File: src/rtl/xport_pkg.sv
package xport_pkg;

  typedef struct packed {
    logic f1_wr;
    logic f2_rd;
    logic m1_wr;
    logic m2_rd;
  } xport_ops_t;

  localparam xport_ops_t XPORT_IDLE = '{default: 1'b0};

  // Raw request decode from the control pins, before status gating.
  function automatic xport_ops_t xport_request(input logic cs_n, input logic wr_rd,
                                               input logic en, input logic mbx_sel);
    xport_ops_t r;
    logic       act;
    act     = !cs_n && en;
    r.f1_wr = act &&  wr_rd && !mbx_sel;
    r.f2_rd = act && !wr_rd && !mbx_sel;
    r.m1_wr = act &&  wr_rd &&  mbx_sel;
    r.m2_rd = act && !wr_rd &&  mbx_sel;
    return r;
  endfunction

  // Bus drive condition: purely a function of select and direction.
  function automatic logic xport_drive(input logic cs_n, input logic wr_rd);
    return !cs_n && !wr_rd;
  endfunction

endpackage

File: src/rtl/xport_decode.sv
module xport_decode
  import xport_pkg::*;
(
  input  logic       cs_n,
  input  logic       wr_rd,
  input  logic       en,
  input  logic       mbx_sel,
  output xport_ops_t req
);
  always_comb req = xport_request(cs_n, wr_rd, en, mbx_sel);
endmodule

File: src/rtl/xport_gate.sv
module xport_gate
  import xport_pkg::*;
(
  input  xport_ops_t req,
  input  logic       f1_space,
  input  logic       f2_avail,
  output xport_ops_t qual
);
  always_comb begin
    qual       = req;
    qual.f1_wr = req.f1_wr && f1_space;
    qual.f2_rd = req.f2_rd && f2_avail;
  end
endmodule

File: src/rtl/xport_stage.sv
module xport_stage
  import xport_pkg::*;
#(
  parameter int DATA_W      = 36,
  parameter bit REG_STROBES = 1'b1
) (
  input  logic              clk,
  input  logic              rst_n,
  input  xport_ops_t        qual,
  input  logic [DATA_W-1:0] din,
  output xport_ops_t        ops,
  output logic [DATA_W-1:0] dout
);
  generate
    if (REG_STROBES) begin : g_reg
      xport_ops_t        ops_q;
      logic [DATA_W-1:0] dat_q;
      always_ff @(posedge clk or negedge rst_n) begin
        if (!rst_n) begin
          ops_q <= XPORT_IDLE;
          dat_q <= '0;
        end else begin
          ops_q <= qual;
          if (qual.f1_wr || qual.m1_wr) dat_q <= din;
        end
      end
      assign ops  = ops_q;
      assign dout = dat_q;
    end else begin : g_comb
      assign ops  = rst_n ? qual : XPORT_IDLE;
      assign dout = din;
    end
  endgenerate
endmodule

File: src/rtl/xport_bus.sv
module xport_bus
  import xport_pkg::*;
#(
  parameter int DATA_W = 36
) (
  input  logic              clk,
  input  logic              rst_n,
  input  logic              cs_n,
  input  logic              wr_rd,
  input  xport_ops_t        qual,
  input  logic [DATA_W-1:0] f2_rdata,
  input  logic [DATA_W-1:0] m2_rdata,
  output logic [DATA_W-1:0] bus_out,
  output logic              bus_oe
);
  logic src_mbx;

  always_ff @(posedge clk or negedge rst_n) begin
    if (!rst_n)           src_mbx <= 1'b0;
    else if (qual.m2_rd)  src_mbx <= 1'b1;
    else if (qual.f2_rd)  src_mbx <= 1'b0;
  end

  assign bus_out = src_mbx ? m2_rdata : f2_rdata;
  assign bus_oe  = xport_drive(cs_n, wr_rd);
endmodule

File: src/rtl/xport_access_ctrl.sv
module xport_access_ctrl
  import xport_pkg::*;
#(
  parameter int DATA_W      = 36,
  parameter bit REG_STROBES = 1'b1
) (
  input  logic              clk,
  input  logic              rst_n,
  input  logic              cs_n,
  input  logic              wr_rd,
  input  logic              en,
  input  logic              mbx_sel,
  input  logic              f1_space,
  input  logic              f2_avail,
  input  logic [DATA_W-1:0] bus_in,
  input  logic [DATA_W-1:0] f2_rdata,
  input  logic [DATA_W-1:0] m2_rdata,
  output logic [DATA_W-1:0] bus_out,
  output logic              bus_oe,
  output logic              f1_wr,
  output logic              f2_rd,
  output logic              m1_wr,
  output logic              m2_rd,
  output logic [DATA_W-1:0] wr_data
);
  xport_ops_t req, qual, ops;

  // Named internal events for the checker
  logic [3:0] q_ev;

  xport_decode u_dec (.cs_n(cs_n), .wr_rd(wr_rd), .en(en), .mbx_sel(mbx_sel), .req(req));

  xport_gate u_gate (.req(req), .f1_space(f1_space), .f2_avail(f2_avail), .qual(qual));

  xport_stage #(.DATA_W(DATA_W), .REG_STROBES(REG_STROBES)) u_stage (
    .clk(clk), .rst_n(rst_n), .qual(qual), .din(bus_in), .ops(ops), .dout(wr_data)
  );

  xport_bus #(.DATA_W(DATA_W)) u_bus (
    .clk(clk), .rst_n(rst_n), .cs_n(cs_n), .wr_rd(wr_rd), .qual(qual),
    .f2_rdata(f2_rdata), .m2_rdata(m2_rdata), .bus_out(bus_out), .bus_oe(bus_oe)
  );

  assign q_ev  = {qual.f1_wr, qual.f2_rd, qual.m1_wr, qual.m2_rd};
  assign f1_wr = ops.f1_wr;
  assign f2_rd = ops.f2_rd;
  assign m1_wr = ops.m1_wr;
  assign m2_rd = ops.m2_rd;
endmodule

File: config.mk
export PLATFORM = sky130hd
export DESIGN_NAME = xport_access_ctrl
export DESIGN_NICKNAME = d
export VERILOG_FILES = /design/src/rtl/xport_pkg.sv /design/src/rtl/xport_decode.sv /design/src/rtl/xport_gate.sv /design/src/rtl/xport_stage.sv /design/src/rtl/xport_bus.sv /design/src/rtl/xport_access_ctrl.sv
export SDC_FILE = /design/constraint.sdc
export NUM_CORES = 1
export LEC_CHECK = 0
export BUFFER_PORTS_ARGS = -buffer_cell sky130_fd_sc_hd__buf_4
export CAP_MARGIN = 0
export CORE_MARGIN = 2
export CORE_UTILIZATION = 42
export CTS_CLUSTER_DIAMETER = 120
export DETAILED_ROUTE_END_ITERATION = 8
export PLACE_DENSITY = 0.9
export SYNTH_ARGS = -nofsm -noshare
export SYNTH_HDL_FRONTEND = slang
export SYNTH_HIERARCHICAL = 1
export SYNTH_SLANG_ARGS = --single-unit
File: constraint.sdc
create_clock -name clk -period 1.8 [get_ports clk]
set_input_delay 0.18 -clock clk [delete_from_list [all_inputs] [get_ports clk]]
set_output_delay 0.18 -clock clk [all_outputs]
set_load 0.02 [all_outputs]
==> results.yml, run 1 <==
sta:
  rsz0062_at_grt: "false"
  setup_ws_ns: 0.0434
  worstMarginPinSlew_ns: 0.510
  fin_setup_tns_ns: 0
  skew_ns: 0
  report.final.slew_viol_count: 0
  fin_crit_ns: 1.76
  period_share_pct: 97.6
  setup_viol: 0
  max_freq_ghz: 0.569
  finalHoldViolCount: 0
  slew_headroom_pct: 66.0
cts:
  clk_pin_slew_ns: 0.07
  cts_setup_buffers: 0
  numCtsBuffers: 5
  root_buffer: "clkbuf_8"
  cts_tree: "done"
  cts_buffer_depth: 2
  cts_num_sinks: 41
  htreeDepth: 2
  ctsResizeCount: 0
  clk_latency_ns: 0.28
synthesis:
  synth-edff-count: 0
  yosys.area.top_type: "dfrtp_1"
  synthTopCellsByCount: "59 x mux2_4, 41 x dfrtp_1, 7 x mux2_2"
  synth_top_area_share_pct: 45.1
  ys.warnings.count: 6
  synth_most_common_cell: "mux2_4"
  synth-main-ff-cell: "dfrtp_1"
  ys_ff_latch: 41
  synthCells: 132
  synth_area_leaders: "dfrtp_1 45%, mux2_4 39%, mux2_2 3.5%"
  syn_area_mm2: 0.00228
  yosysSeqAreaShare_pct: 45.1
  synth.distinct_cells: 16
  syn-num-nets: 248
  synth_area_per_cell_um2: 17.2
  async_flop_share_pct: 100
die:
  die_w_um: 77.6
  die_area_mm2: 0.00602
  start_util_pct: 44.0
  die_y_um: 77.6
  io_pins: 193
  core_mm2: 0.00517
  num_rows: 26
placed_design:
  gp_congestion: 0.801
  pre_cts_ws_ns: 0.205
  port_buffers: 192
  dp_hpwl_mm: 6.22
route:
  routed_wl_mm: 7.28
  antenna_left: 0
  vias_per_cell: 4.68
  drc_errors: 0
  via_count: 1859
  drt_pre_antenna_iters: 4
  wl_per_cell_um: 18.3
  detail_route.iter0.violations: 63
worst_setup_path:
  end_kind: "primary output"
  crit_arrival_ns: 1.58
  criticalPathCategory: "flip-flop to primary output"
  worst_setup_path_start_kind: "flip-flop"
  cp_max_fo: 13
  required_ns: 1.62
grt:
  grt_max_degree: 42
  grt_use_total_pct: 24.1
  grt_pass1_vias: 2051
  overflow: 0
  grt_first_pass_wirelength_mm: 11.1
  antenna_found_initial: 0
hold_path:
  min_path_type: "input port to flip-flop"
finish:
  nNetsFinal: 443
  drive_above_1_share_pct: 83.2
  antenna_cells: 0
  area_growth_pct: 69.7
outcome:
  outcome: "finished, final reports clean"
power_and_ir_drop:
  leakage_uw: 0.00214
  p_per_area_mw_per_mm2: 953
  ir_drop_mv: 0.542
flow_run:
  maxCapViolCount: 0
[layout by cell type (no fill, tap or decap)]
cell type      count
and4b_1            1
mux2_4            59
and4bb_2           1
clkbuf_1           1
and4bb_1           1
dfrtp_1           40
and2_1             2
inv_1              1
mux2_1             6
buf_12             4
dlygate4sd3_1      1
a21o_1             1
dfrtp_2            1
mux2_2             7
nor2_1             1
buf_4            192
clkbuf_8           6
nor4b_2            1
nor2_8             1
[final timing paths]
path	startpoint	to	slack [ns]	cells after the start
worst max register to register	u_bus/src_mbx	u_bus/src_mbx	0.79	2
worst max-delay path	u_bus/src_mbx	bus_out[3]	0.04	3
worst min-delay path	bus_in[0]	u_stage/dout[0]	0.11	2
min in group asynchronous	rst_n	u_stage/dout[3]	0.40	2
max in group asynchronous	rst_n	u_bus/src_mbx	1.00	2
worst min register to register	u_stage/dout[0]	u_stage/dout[0]	0.50	1
[per-stage QoR]
stage / utilization [%] / cell area (um^2) / hold WS [ns] / instances / power [uW]
floorplan: - / 2280 / -0.116 / 132 / 2330
global placement: 72.8 / 3770 / 0.177 / 389 / 3070
detailed placement: 72.8 / 3770 / 0.195 / 389 / 3120
CTS: 74.7 / 3860 / 0.106 / 397 / 3720
global route: 74.7 / 3860 / 0.108 / 397 / 3850
finish: 74.7 / 3860 / 0.111 / 397 / 3680
[cell families after synthesis]
family                 Yosys count  share of synthesized area (%)
flip-flops                      41                           45.1
buffers and inverters           10                           5.44
multiplexers                    72                           45.4
AO/OA/AOI/OAI                    1                          0.330
AND/OR/NAND/NOR                  8                           3.79
[flip-flops by register name, indices dropped and copies added, names as in the netlist]
signal / count
u_stage/dout: 36
u_bus/src_mbx: 1
u_stage/ops: 4
[power breakdown]
part	internal, uW	switching (uW)	leakage (uW)
registers	1130	153	0.000493
clock network	304	284	0.0000443
logic	1030	784	0.00160
total	2460	1220	0.00214
[critical path: stages, from the launching register on]
cell and delay, ns:
dfrtp_2 0.57, buf_12 0.20, mux2_2 0.36, buf_4 0.17
[layout make-up]
class,count,area (um^2)
well taps,70,87.6
multi-input cells,81,1130
fillers,346,1310
repair buffers,197,1530
clock buffers,7,86.3
flip-flops and latches,41,1030
inverters,1,3.75
[layer usage]
layer	share of wire [%]	vias up	GRT usage [%]
li1	-	862	-
met1	36	849	27.3
met2	51	125	41.5
met3	8.8	23	6.40
met4	4.7	0	12.9
met5	0	-	0
[timing repair]
item / CTS / global route
endpoints found under the hold margin: 41 / 0
endpoints found under the setup margin: 0 / 0
hold buffers: 1 / 0
(Power assumes the default switching activity.)
==> inputs of run 2 (changes only) <==
--- a/config.mk
+++ b/config.mk
@@ -8,11 +8,10 @@
 export BUFFER_PORTS_ARGS = -buffer_cell sky130_fd_sc_hd__buf_4
 export CAP_MARGIN = 0
 export CORE_MARGIN = 2
-export CORE_UTILIZATION = 42
+export CORE_UTILIZATION = 36
 export CTS_CLUSTER_DIAMETER = 120
 export DETAILED_ROUTE_END_ITERATION = 8
-export PLACE_DENSITY = 0.9
+export PLACE_DENSITY = 0.83
 export SYNTH_ARGS = -nofsm -noshare
 export SYNTH_HDL_FRONTEND = slang
-export SYNTH_HIERARCHICAL = 1
 export SYNTH_SLANG_ARGS = --single-unit
==> constraint.sdc (replaced) <==
create_clock -name clk -period 2 [get_ports clk]
set_input_delay 0.2 -clock clk [delete_from_list [all_inputs] [get_ports clk]]
set_output_delay 0.2 -clock clk [all_outputs]
set_load 0.02 [all_outputs]
==> run 2 against run 1 <==
Worst setup slack gained 0.18 ns. Final cell count grew 0.25%. Routed wire length shrank 13%. Worst hold slack gained 0.00081 ns. Area after synthesis shrank 13%. Synthesized cell count shrank 0.76%. Cell area shrank 7.0%. Total power shrank 20%. Highest routed layer unchanged. Utilization shrank 8.2 points. Die area grew 1.7%. Non-clock buffer count shrank 2. Largest power group unchanged.
==> results.yml, run 2 <==
outcome:
  outcome: "finished, final reports clean"
route:
  vias_per_cell: 4.61
  via_count: 1834
  drc_errors: 0
  detail_route.iter0.violations: 44
  antenna_left: 0
  wl_per_cell_um: 15.8
  drt_pre_antenna_iters: 4
  routed_wl_mm: 6.31
die:
  num_rows: 27
  die_w_um: 78.3
  start_util_pct: 36.8
  io_pins: 193
  die_area_mm2: 0.00613
  core_mm2: 0.00541
  die_y_um: 78.3
cts:
  ctsResizeCount: 0
  cts_buffer_depth: 2
  cts_setup_buffers: 0
  htreeDepth: 2
  numCtsBuffers: 5
  cts_tree: "done"
  clk_latency_ns: 0.28
  ctsHoldBuffers: 1
  cts_num_sinks: 41
  root_buffer: "clkbuf_8"
  clk_pin_slew_ns: 0.07
synthesis:
  synth_area_per_cell_um2: 15.2
  yosysSeqAreaShare_pct: 51.6
  synth_most_common_cell: "dfrtp_1"
  async_flop_share_pct: 100
  synthCells: 131
  syn_area_mm2: 0.00199
  synthTopCellsByCount: "41 x dfrtp_1, 36 x mux2_1, 36 x mux2_2"
  ys.warnings.count: 0
  syn-num-nets: 247
  synth-edff-count: 0
  synth_area_leaders: "dfrtp_1 52%, mux2_1 20%, mux2_2 20%"
  synth-main-ff-cell: "dfrtp_1"
  synth.distinct_cells: 14
  synth_top_area_share_pct: 51.6
  ys_ff_latch: 41
  yosys.area.top_type: "dfrtp_1"
sta:
  finalHoldViolCount: 0
  max_freq_ghz: 0.564
  setup_viol: 0
  fin_crit_ns: 1.77
  worstMarginPinSlew_ns: 0.515
  fin_setup_tns_ns: 0
  slew_headroom_pct: 65.7
  period_share_pct: 88.6
  skew_ns: 0
  report.final.slew_viol_count: 0
  rsz0062_at_grt: "false"
grt:
  grt_max_degree: 42
  grt_util_met1_pct: 22.3
  grtUsageMet3_pct: 7.47
  overflow: 0
  grt_pass1_vias: 1893
  grt_first_pass_wirelength_mm: 9.34
  grt_util_met2_pct: 33.6
  grt_use_total_pct: 19.4
  antenna_found_initial: 0
  busiest_layer: "met2"
worst_setup_path:
  criticalPathCategory: "flip-flop to primary output"
  crit_arrival_ns: 1.57
  required_ns: 1.80
  slowest_delay_ns: 0.40
  cp_max_fo: 37
  crit_path_cell_trace: "buf_4, mux2_2, buf_4"
  slowest_stage: "buf_4"
  end_kind: "primary output"
  cp_common_cell: "buf_4"
  worst_setup_path_start_kind: "flip-flop"
power_and_ir_drop:
  ir_drop_mv: 0.561
  p_per_area_mw_per_mm2: 821
  p_total_uw: 2950
  leakage_uw: 0.00182
placed_design:
  dpl_cell_area_mm2: 0.00349
  dp_hpwl_mm: 5.13
  gp_congestion: 0.729
  port_buffers: 192
finish:
  largest_reg_flops: 36
  layout_common_cells: "193 x buf_4, 41 x dfrtp_1, 36 x mux2_2, 36 x mux2_1, 6 x clkbuf_8"
  area_growth_pct: 80.8
  fin_area_mm2: 0.00359
  nNetsFinal: 442
  drive_above_1_share_pct: 73.6
  antenna_cells: 0
  final_common_cell: "buf_4"
flow_run:
  maxCapViolCount: 0
hold_path:
  min_path_type: "input port to flip-flop"
[run 2: cell count changes after synthesis, moves of 2 or more]
| cell | delta |
|---|---|
| buf_12 | -3 |
| buf_2 | +4 |
| buf_4 | -2 |
| mux2_2 | +29 |
| mux2_1 | +30 |
| and2_1 | -2 |
| nor2_1 | +2 |
| mux2_4 | -59 |
[run 2: cell type report]
| cell class | instances | area (um^2) |
|---|---|---|
| Timing Repair Buffer | 195 | 1480 |
| Tap cell | 72 | 90.1 |
| Sequential cell | 41 | 1030 |
| Clock buffer | 6 | 82.6 |
| Inverter | 1 | 3.75 |
| Multi-Input combinational cell | 82 | 903 |
| Clock inverter | 1 | 7.51 |
| Fill cell | 450 | 1810 |
[run 2: final timing paths]
path                                  start               end  slack (ns)  depth (start not counted)
hold reg to reg            u_stage.dout[16]  u_stage.dout[16]        0.49                          1
setup / recovery              u_bus.src_mbx        bus_out[3]        0.23                          3
max in group asynchronous             rst_n    u_stage.ops[0]        1.21                          2
min in group asynchronous             rst_n  u_stage.dout[26]        0.43                          2
setup reg to reg              u_bus.src_mbx     u_bus.src_mbx        1.05                          2
hold / removal                      mbx_sel    u_stage.ops[3]        0.11                          2
[run 2: kinds of logic (layout without fill, tap and decap cells)]
| family | after synthesis | after routing | synth area share, % |
|---|---|---|---|
| muxes | 72 | 72 | 40.8 |
| DFF | 41 | 41 | 51.6 |
| and+or+nand+nor | 9 | 9 | 4.28 |
| buffers and inverters | 8 | 203 | 2.90 |
| AOI/OAI and AO/OA | 1 | 1 | 0.378 |
[run 2: routing by layer]
| layer | up-vias | wire length [um] |
|---|---|---|
| met5 | - | 0 |
| met4 | 0 | 95 |
| met3 | 9 | 644 |
| met2 | 96 | 3270 |
| met1 | 875 | 2300 |
| li1 | 854 | - |
[run 2: stage by stage]
step	hold WS [ns]	utilization, %	setup slack [ns]	cells
CTS	0.102	66.5	0.212	398
finish	0.112	66.5	0.228	398
global route	0.109	66.5	0.161	398
floorplan	-0.0956	-	0.687	131
global placement	0.209	64.6	0.507	390
detailed placement	0.211	64.6	0.451	390
[run 2: critical path: cells and delay by family, from the launching register on]
family	cells	cell delay, ns
buffers and inverters	2	0.56
multiplexers	1	0.40
flip-flops	1	0.32
[run 2: power breakdown]
part	internal (uW)	switching [uW]	total [uW]
Clock	273	279	552
Combinational	686	641	1330
Sequential	990	79.2	1070
Total	1950	999	2950
